<file path="src/rtl/codedPortPkg.sv">
package codedPortPkg;
  // Strobes from control to datapath
  typedef struct packed {
    logic loadWord;
    logic driveHi;
    logic driveLo;
    logic flipMsb;
  } laneStrobes_t;
endpackage

</file>
<file path="src/rtl/laneCtrl.sv">
module laneCtrl
  import codedPortPkg::*;
(
  input  logic         xferStb,
  input  logic         hiEnN,
  input  logic         loEnN,
  input  logic         fmtSel,
  output laneStrobes_t strobes
);
  always_comb begin
    strobes.loadWord = xferStb;
    strobes.driveHi  = ~hiEnN;
    strobes.driveLo  = ~loEnN;
    strobes.flipMsb  = fmtSel;
  end
endmodule

</file>
<file path="src/rtl/laneData.sv">
module laneData
  import codedPortPkg::*;
#(
  parameter int WORD_W = 16,
  parameter int LANE_W = 8
) (
  input  logic              clk,
  input  logic              rstN,
  input  laneStrobes_t      strobes,
  input  logic [WORD_W-1:0] resultIn,
  input  logic              rangeHitIn,
  output logic [LANE_W-1:0] hiData,
  output logic              hiOe,
  output logic              msbBarOut,
  output logic [LANE_W-1:0] loData,
  output logic              loOe,
  output logic              rangeOutN
);
  localparam int MSB_POS = WORD_W - 1;
  localparam int HI_LSB  = WORD_W - LANE_W;

  logic [WORD_W-1:0] wordQ;
  logic              rangeHitQ;
  logic [LANE_W-1:0] hiRaw;

  // Holding register: loads only on the transfer strobe
  always_ff @(posedge clk or negedge rstN) begin
    if (!rstN) begin
      wordQ     <= '0;
      rangeHitQ <= 1'b0;
    end else if (strobes.loadWord) begin
      wordQ     <= resultIn;
      rangeHitQ <= rangeHitIn;
    end
  end

  // High lane: top bit optionally complemented
  generate
    if (LANE_W > 1) begin : g_wideLane
      always_comb hiRaw = {wordQ[MSB_POS] ^ strobes.flipMsb, wordQ[MSB_POS-1:HI_LSB]};
    end else begin : g_bitLane
      always_comb hiRaw = wordQ[MSB_POS] ^ strobes.flipMsb;
    end
  endgenerate

  always_comb begin
    hiOe      = strobes.driveHi;
    hiData    = strobes.driveHi ? hiRaw : '0;
    msbBarOut = strobes.driveHi & ~wordQ[MSB_POS];
    loOe      = strobes.driveLo;
    loData    = strobes.driveLo ? wordQ[LANE_W-1:0] : '0;
    rangeOutN = ~rangeHitQ;
  end

  p_hold_r2: assert property (@(posedge clk) disable iff (!rstN)
    !strobes.loadWord |=> $stable(wordQ) && $stable(rangeOutN));
  p_load_r2: assert property (@(posedge clk) disable iff (!rstN)
    strobes.loadWord |=> wordQ == $past(resultIn));
  p_quiet_hi_r5: assert property (@(posedge clk) disable iff (!rstN)
    !hiOe |-> (hiData == '0) && !msbBarOut);
  p_quiet_lo_r5: assert property (@(posedge clk) disable iff (!rstN)
    !loOe |-> loData == '0);
  p_bar_r3: assert property (@(posedge clk) disable iff (!rstN)
    hiOe && !strobes.flipMsb |-> msbBarOut != hiData[LANE_W-1]);
  p_flag_r7: assert property (@(posedge clk) disable iff (!rstN)
    strobes.loadWord |=> rangeOutN == !$past(rangeHitIn));
endmodule

</file>
<file path="src/rtl/codedByteOutPort.sv">
module codedByteOutPort
  import codedPortPkg::*;
#(
  parameter int WORD_W = 16,
  parameter int LANE_W = 8
) (
  input  logic              clk,
  input  logic              rstN,
  input  logic [WORD_W-1:0] resultIn,
  input  logic              rangeHitIn,
  input  logic              xferStb,
  input  logic              hiEnN,
  input  logic              loEnN,
  input  logic              fmtSel,
  output logic [LANE_W-1:0] hiData,
  output logic              hiOe,
  output logic              msbBarOut,
  output logic [LANE_W-1:0] loData,
  output logic              loOe,
  output logic              rangeOutN
);
  laneStrobes_t strobes;

  laneCtrl i_ctrl (
    .xferStb (xferStb),
    .hiEnN   (hiEnN),
    .loEnN   (loEnN),
    .fmtSel  (fmtSel),
    .strobes (strobes)
  );

  laneData #(.WORD_W(WORD_W), .LANE_W(LANE_W)) i_data (
    .clk        (clk),
    .rstN       (rstN),
    .strobes    (strobes),
    .resultIn   (resultIn),
    .rangeHitIn (rangeHitIn),
    .hiData     (hiData),
    .hiOe       (hiOe),
    .msbBarOut  (msbBarOut),
    .loData     (loData),
    .loOe       (loOe),
    .rangeOutN  (rangeOutN)
  );
endmodule

</file>
<file path="config.mk">
export PLATFORM = sky130hd
export DESIGN_NAME = codedByteOutPort
export DESIGN_NICKNAME = d
export VERILOG_FILES = /design/src/rtl/codedPortPkg.sv /design/src/rtl/laneCtrl.sv /design/src/rtl/laneData.sv /design/src/rtl/codedByteOutPort.sv
export SDC_FILE = /design/constraint.sdc
export NUM_CORES = 1
export LEC_CHECK = 0
export ABC_AREA = 1
export BUFFER_PORTS_ARGS = -buffer_cell sky130_fd_sc_hd__buf_2
export CAP_MARGIN = 20
export CORE_MARGIN = 1
export CORE_UTILIZATION = 42
export CTS_CLUSTER_DIAMETER = 120
export CTS_CLUSTER_SIZE = 40
export DETAILED_ROUTE_END_ITERATION = 16
export PLACE_DENSITY = 0.81
export SKIP_CTS_REPAIR_TIMING = 1
export SLEW_MARGIN = 15
export SYNTH_ARGS = -nofsm -noshare
export SYNTH_HDL_FRONTEND = slang
export SYNTH_SLANG_ARGS = --single-unit
export TNS_END_PERCENT = 20
</file>
<file path="constraint.sdc">
create_clock -name clk -period 1.1 [get_ports clk]
set_clock_uncertainty 0.15 [all_clocks]
set_input_delay 0.275 -clock clk [delete_from_list [all_inputs] [get_ports clk]]
set_output_delay 0.275 -clock clk [all_outputs]
set_load 0.01 [all_outputs]
</file>
---- After elaboration in Yosys (flattened, before gate mapping) ----
Cells that the tools add are included.
storage, ports and cells
  register bits after elaboration ......... 17
  output and inout port bits .............. 20
cells by class
  muxes and demuxes ....................... 2
  bitwise operators ....................... 6
operator list
  kind           number
  $mux W8        2
  $not A1 Y1     4
  $and A1 B1 Y1  1
  $xor A1 B1 Y1  1

---- Longest topological paths before layout ----
Gate-level depths: netlist (run 1).
  depth after elaboration ................. 2
  depth in mapped cells ................... 4

---- Modules after synthesis ----
From an unflattened synthesis (run 1), not the netlist that was laid out.
unflattened totals
  cells, all modules ...................... 115
  area, all modules ....................... 840.8 um^2
by module, submodules not included
  module    times used  cells each  area each (um^2)  seq. area each (um^2)
  laneData  1           111         818.3             425.4
  laneCtrl  1           4           22.5              0.0

---- Least setup slack after synthesis (run 1) ----
OpenSTA, ideal clock, no wires.
  path type ............................... input port to output port
  start ................................... input port hiEnN
  end ..................................... output port hiData[7]
  arrival time ............................ 0.749 ns
  data required time ...................... 0.675 ns
  setup slack ............................. -0.074 ns
  stages .................................. 4
  buffers on the path ..................... 1
  path through ............................ buf_2 -> inv_1 -> nand2_1 -> nor2_1
between the ends
  longest elaborated chain between the ends .. 1
ends and longest elaborated chain
  what             line                    text
  start, declared  codedByteOutPort.sv:12  input logic hiEnN,
  $mux W8          laneData.sv:48          hiData = strobes.driveHi ? hiRaw : '0;
  end, declared    codedByteOutPort.sv:15  output logic [LANE_W-1:0] hiData,
No other way between the ends.

---- Final worst setup path (run 1) ----
  start ................................... register i_data.wordQ[15]
  end ..................................... output port hiData[7]
between the ends
  longest elaborated chain between the ends .. 2
ends and longest elaborated chain
  what                    line            text
  start, declared         laneData.sv:22  logic [WORD_W-1:0] wordQ;
  start signal, assigned  laneData.sv:32  wordQ <= resultIn;
  $xor A1 B1 Y1           laneData.sv:40  always_comb hiRaw = {wordQ[MSB_POS] ^ strobes.flipMsb, wordQ[MSB_POS-1:HI_LSB]};
  $mux W8                 laneData.sv:48
No other way between the ends.

==> results of run 1 <==
worst reg2reg max path: stages (launching register included):
cell and delay, ps:
sky130_fd_sc_hd__dfrtp_1 410, sky130_fd_sc_hd__buf_4 140, sky130_fd_sc_hd__inv_1 40, sky130_fd_sc_hd__o21ai_0 60
logic make-up (layout without fill, tap and decap cells):
| kind of cell | count (synthesis) | count (layout) | share of synthesized area |
|---|---|---|---|
| buffers and inverters | 24 | 68 | 0.135 |
| AND/OR/NAND/NOR | 37 | 37 | 0.185 |
| AO/OA/AOI/OAI | 17 | 17 | 0.113 |
| flip-flops | 17 | 17 | 0.567 |
layer usage:
metal,track usage,part of all wire,vias up
li1,-,-,369
met5,0,0,-
met4,0.0909,0.0096,0
met3,0.0367,0.051,2
met1,0.233,0.46,320
met2,0.303,0.48,24
through the flow:
stage	total power [mW]	utilization	hold slack, ps	instances
after floorplan	0.843	-	-171	95
after detailed placement	0.954	0.606	70.7	156
after global routing	1.37	0.648	46.3	163
after global placement	0.942	0.606	59.8	156
after CTS	1.28	0.622	-241	160
final	1.29	0.648	46.2	163
synth_stat cells:
master,count
sky130_fd_sc_hd__inv_1,19
sky130_fd_sc_hd__nand2_1,19
sky130_fd_sc_hd__nor2_1,18
sky130_fd_sc_hd__dfrtp_1,17
sky130_fd_sc_hd__o21ai_0,17
sky130_fd_sc_hd__buf_2,3
sky130_fd_sc_hd__buf_4,2
report_power, final:
group | internal, mW | leakage (nW) | switching [mW]
clock | 0.140 | 0.0150 | 0.181
combinational | 0.115 | 0.376 | 0.147
sequential | 0.680 | 0.206 | 0.0243
total | 0.936 | 0.597 | 0.352
area by class of cell:
class | instances | area [um^2]
Fill cell | 148 | 561
Sequential cell | 17 | 425
Timing Repair Buffer | 45 | 246
Multi-Input combinational cell | 54 | 231
Inverter | 19 | 73.8
Tap cell | 24 | 30.0
Clock buffer | 4 | 26.3
path summary, 6_finish.rpt:
| check | startpoint | end |
|---|---|---|
| worst min-delay path | resultIn[10] | i_data.wordQ[10] |
| worst min register to register | i_data.wordQ[7] | i_data.wordQ[7] |
| worst max-delay path | i_data.wordQ[15] | hiData[7] |
| min in group asynchronous | rstN | i_data.wordQ[14] |
| max in group asynchronous | rstN | i_data.wordQ[6] |
| worst max register to register | i_data.wordQ[15] | i_data.wordQ[15] |
state kept, by name (all words and copies together) (netlist names):
name and count:
i_data.rangeHitQ 1, i_data.wordQ 16
==> impl_summary.md, run 1 <==
Status
The run finished, with violations left. The final reports fail on setup timing.

Worst setup path
The worst setup path is launched from a flop. The largest stage delay on the critical path is 410 ps. The highest net fanout along the worst path is 4.

STA puts the critical path data required time at 670 ps. The register-to-register path setup slack is 180 ps. The setup path with the least slack is of type flop to output pin. The combined buffer and inverter count along the critical path is 1. The signal arrival time at the worst endpoint is 1000 ps. Counting cells, the worst reg-to-reg path comes to 3. The signal on the critical path passes through nand2_1, nand2_1, nor2_2, buf_2.

In this run the number of cells on the critical path is 4. The family with the most delay on the worst path is flip-flops. By instance count, the cell type seen most on the critical path is sky130_fd_sc_hd__nand2_1. The standard cell with the maximum stage delay on the critical path is sky130_fd_sc_hd__dfrtp_1. The worst setup path is captured at an output pin.

Logic synthesis
The register bit total from synthesis is 17. The portion of synthesized cell area occupied by the leading cell type is 0.567. The synthesized netlist cell count is 95. In this run, distinct cell masters in the synthesized netlist total 7. The area of the mapped netlist is 751 um^2. The synthesized area divided by synthesized cell count is 7.90 um^2.

The number of warnings reported in the yosys synthesis log is 0. Of the synthesized area, sequential elements account for 0.567. The cell type contributing the most total cell area after synthesis is sky130_fd_sc_hd__dfrtp_1. The post-synthesis net count is 118. After synthesis, the cell types taking the most area are sky130_fd_sc_hd__dfrtp_1, sky130_fd_sc_hd__o21ai_0, sky130_fd_sc_hd__inv_1.

Clock network
No sink is reached through more buffers than the 2 on the longest clock path. The clock sink count is 17. The clock network latency to the later pin of the worst-skew pair is 280 ps. The total clock buffers created by CTS is 3. Clock-pin slew was measured on the worst setup and hold paths at 90 ps.

The clock tree from TritonCTS is done. The number of H-tree levels is 1. The buffer type at the clock tree root is sky130_fd_sc_hd__clkbuf_4.

Global routing
The pin count of the biggest net entering global routing is 35. After global routing the overflow that remains totals 0. The total routing resource utilization after global routing is 0.185.

The number of global-route vias before repair is 633. The number of antenna violations at the first check in global routing is 0. The first global-routing pass estimated 2.64 mm of wire.

Timing
The number of max-slew violations in the final report is 0. Setup slack on the critical path of the routed design comes to -328 ps. Dividing the final minimum period by the clock period gives 1.30. For this run, the top clock speed supported by timing is 700 MHz. After layout, the minimum clock period comes to 1430 ps. The slew at the pin closest to its max-slew limit is 481 ps. Setup violations remaining at the end of the flow were counted as 18. Setup repair after global routing could not meet its margin everywhere. The final number of hold-violating endpoints was 0. The worst pin sits at a relative slew slack of 0.679. Summed over all failing endpoints, the final setup total negative slack is -3800 ps.

Floorplanning
After floorplanning, the core was sized to cover 0.00159 mm^2. The boundary pin count is 43. The initial utilization of the core area, before any placement, comes to 0.471. The horizontal die dimension is 44.3 um. Row generation in the floorplan step produced 14 rows. The vertical extent of the die is 44.3 um. The area of the die is 0.00196 mm^2.

Drt
After the first detailed-routing iteration, the DRC count stood at 14. The count of nets left with antenna violations once routing finished came out at 0. The vias per cell is 4.39.

The routed length per placed instance is 9.55 um. The number of remaining DRC errors is 0. The first detailed-routing pass took 3 iterations. The sum of routed wire length over all layers is 1.56 mm. The routed layout has 715 vias.

Min path
The worst hold path belongs to the class primary input to flop. Counting instances, the worst hold path has a depth of 3.

Pwr
The highest ir drop seen on vdd is 0.807 mV. Power spread over the standard cell area amounts to 1250 mW/mm^2. The analysis attributes to cell leakage a power of 0.597 nW.

Layout
The area growth from synthesis to layout is 37.7%. In the final design database the tool counted 163 nets. The total inserted antenna cells is 0.

The most common cell after layout, fill and taps aside is sky130_fd_sc_hd__buf_2. In the layout the commonest cells are sky130_fd_sc_hd__buf_2, sky130_fd_sc_hd__nand2_1, sky130_fd_sc_hd__o21ai_0, sky130_fd_sc_hd__dfrtp_1, sky130_fd_sc_hd__nor2_1. The share of cells above drive strength 1 is 0.446. The finished cells cover 0.00103 mm^2.

Place
The worst-case setup slack after placement is -100 ps. Once placement finished, the instance area stood at 966 um^2. At the end of routability-driven placement, the weighted congestion stood at 0.680. The count of buffers added on input and output ports is 42.

After legalization and detailed placement, the total HPWL measured 1.17 mm.

Flow run
Max-cap violations in this run came to 0.
Note: power is estimated with default switching activity, not from simulation.
==> inputs of run 2 (changes only) <==
--- a/config.mk
+++ b/config.mk
@@ -14,6 +14,7 @@
 export CTS_CLUSTER_SIZE = 40
 export DETAILED_ROUTE_END_ITERATION = 16
 export PLACE_DENSITY = 0.81
+export REMOVE_ABC_BUFFERS = 1
 export SKIP_CTS_REPAIR_TIMING = 1
 export SLEW_MARGIN = 15
 export SYNTH_ARGS = -nofsm -noshare
==> impl_summary.md, run 2 (synthesis results as in run 1) <==
Drt
The number of DRC markers in iteration 0 is 7. The first-pass iteration count of the detailed router is 4. After detailed routing, the wire length on met1 is 709 um.

The sum of routed wire length over all layers is 1.43 mm. After detailed routing, no signal wire sits above met4. Once detail routing completed, the nets flagged for antenna violations numbered 0. The vias per cell is 4.22.

In the detailed route, the total length drawn on met3 is 114 um. Detailed routing placed a total of 594 um of wire on met2. In the final routed layout, each cell accounts on average for 8.85 um.

The number of remaining DRC errors is 0. The total via count after detailed routing is 684.

Min path
The hold path startpoint is resultIn[3]. The class of the most critical hold timing path is primary input to flop.

Worst setup path
The required time at the endpoint of the critical path is 670 ps. The critical path startpoint is i_data.wordQ[15]. The worst setup path is launched from a flop. The most repeated library cell on the critical path is sky130_fd_sc_hd__nand2_1. The kind of end point of the critical path is an output pin.

For this design, the slowest cell found on the critical path is sky130_fd_sc_hd__dfrtp_1. Traced cell by cell, the critical path runs through nand2_1, nand2_1, nor2_1, buf_2. STA puts the critical path data arrival time at 1000 ps. The largest stage delay on the critical path is 410 ps.

The highest net fanout along the worst path is 4. The type of the worst setup path is flop to output pin. The worst register-to-register path begins at i_data.wordQ[3].

Clock network
The clock net in this run drives a total of 17 sinks. The number of buffers between clock root and the deepest sink is 2. The clock network latency to the later pin of the worst-skew pair is 270 ps. Buffers inserted during clock tree synthesis total 3. The clock tree from TritonCTS is done. The clock transition time at the flip-flop clock pins of the worst setup and hold paths is 90 ps. CTS placed an instance of sky130_fd_sc_hd__clkbuf_4 at the clock tree root. In this run the number of H-tree levels came out at 1.

Layout
The final-stage net count is 162. The area occupied by multi-input gates is 224 um^2. Compared with the post-synthesis result, the final layout area differs by 34.7%. The share of cells above drive strength 1 is 0.413. Registers take 425 um^2. i_data.wordQ holds more flip-flops than any other register. The register with the most flip-flops in the layout has 16 of them. The most common cell after layout, fill and taps aside is sky130_fd_sc_hd__buf_2. The number of antenna diodes in the final layout is 0.

The largest registers in the layout are i_data.wordQ: 16 flops, i_data.rangeHitQ: 1 flops. The filler cell count in the final layout is 147. In the layout the commonest cells are sky130_fd_sc_hd__buf_2, sky130_fd_sc_hd__nand2_1, sky130_fd_sc_hd__nor2_1, sky130_fd_sc_hd__o21ai_0, sky130_fd_sc_hd__dfrtp_1.

Timing
The worst path in the final design needs a cycle of 1420 ps, including I/O delays and setup. In this run the tightest slew margin relative to its limit is 0.679. The number of max-slew violations in the final report is 0. The final number of hold-violating endpoints is 0.

The maximum achievable frequency is 703 MHz. The slew at the pin closest to its max-slew limit is 482 ps. The final setup slack of the worst path is -323 ps. The share of the clock period used by the worst path is 1.29. The setup-violating endpoint count in the final report is 18. Setup repair after global routing could not meet its margin everywhere.

Global routing
The number of global-route vias before repair is 574. The number of antenna violations at the first check in global routing is 0. Entering global routing, the biggest net connects 35 pins. Global routing finished with a remaining overflow of 0.

The total routing resource utilization after global routing is 0.155. The first-pass GRT wire length is 2.26 mm.

Place
The number of I/O port buffers is 42. Detailed placement ended at an HPWL of 1.05 mm. Prior to clock tree synthesis, the placed netlist has a worst setup slack of -84.6 ps.

The routability-driven placement congestion ratio is 0.684.

Floorplanning
Measured along the y axis, the die boundary spans 44.3 um. The die covers 0.00196 mm^2. The horizontal die dimension is 44.3 um.

In this run the core area contains 14 standard-cell rows. The initial core utilization is 0.471. The boundary pin count is 43.

The total area inside the core boundary comes to 0.00159 mm^2.

Status
The flow ran to the end, but the final reports show violations. The final reports fail on setup timing.

Flow run
The total of max-cap violations is 0.

Pwr
The highest ir drop seen on vdd is 0.779 mV. The power spent charging and discharging nets is 0.337 mW. Power spread over the standard cell area amounts to 1250 mW/mm^2. Of the total power, combinational logic draws 0.197. The final total power is 1.27 mW. Of the total power, registers draw 0.556. Summed over all cells, the static leakage comes to 0.592 nW.

The cell internal power dissipation is 0.928 mW. Of the total power, the clock network draws 0.247. Of the total power, the share spent switching nets is 0.267.
## run 2: changes by cell type in the layout (fill, tap and decap cells not counted), sizes merged
cell / change
clkbuf: -2
buf: +1
## run 2: area by class of cell
type / count / area share
Inverter: 19 / 0.0705
Clock buffer: 4 / 0.0260
Tap cell: 24 / 0.0297
Timing Repair Buffer: 44 / 0.231
Multi-Input combinational cell: 54 / 0.222
Sequential cell: 17 / 0.421
## run 2: critical path, delay by kind of cell (launching register included)
family / cells / cell delay (ps)
AND/OR/NAND/NOR: 3 / 190
flip-flops: 1 / 410
buffers and inverters: 1 / 130
## run 2: final timing paths
path / to / slack [ps] / cells past startpoint
max in group asynchronous: i_data.wordQ[8] / 240 / 2
worst max register to register: i_data.wordQ[3] / 230 / 3
worst max-delay path: hiData[7] / -320 / 4
worst min register to register: i_data.wordQ[5] / 370 / 2
min in group asynchronous: i_data.wordQ[14] / 300 / 2
worst min-delay path: i_data.wordQ[3] / 50 / 3
## run 2: through the flow
stage                      util  setup TNS [ps]  std cells  area (um^2)  hold WS [ps]
after floorplan               -               0         90          721          -171
after global placement    0.603            -184        156          961          55.3
after detailed placement  0.603            -795        156          961          63.9
after CTS                 0.619           -4010        160          987          -247
after global routing      0.634           -4720        162         1010          40.1
final                     0.634           -3690        162         1010          48.7
## run 2: power groups by stage
stage / clock network [mW] / logic (mW) / registers (mW)
after detailed placement: 0 / 0.239 / 0.709
after CTS: 0.330 / 0.239 / 0.697
after global routing: 0.362 / 0.283 / 0.709
after global placement: 0 / 0.232 / 0.707
final: 0.313 / 0.249 / 0.703
after floorplan: 0 / 0.109 / 0.705
## run 2: metal layers
| metal | track usage | vias up |
|---|---|---|
| li1 | - | 364 |
| met1 | 0.209 | 283 |
| met2 | 0.244 | 35 |
| met3 | 0.0286 | 2 |
| met4 | 0.0727 | 0 |
| met5 | 0 | - |
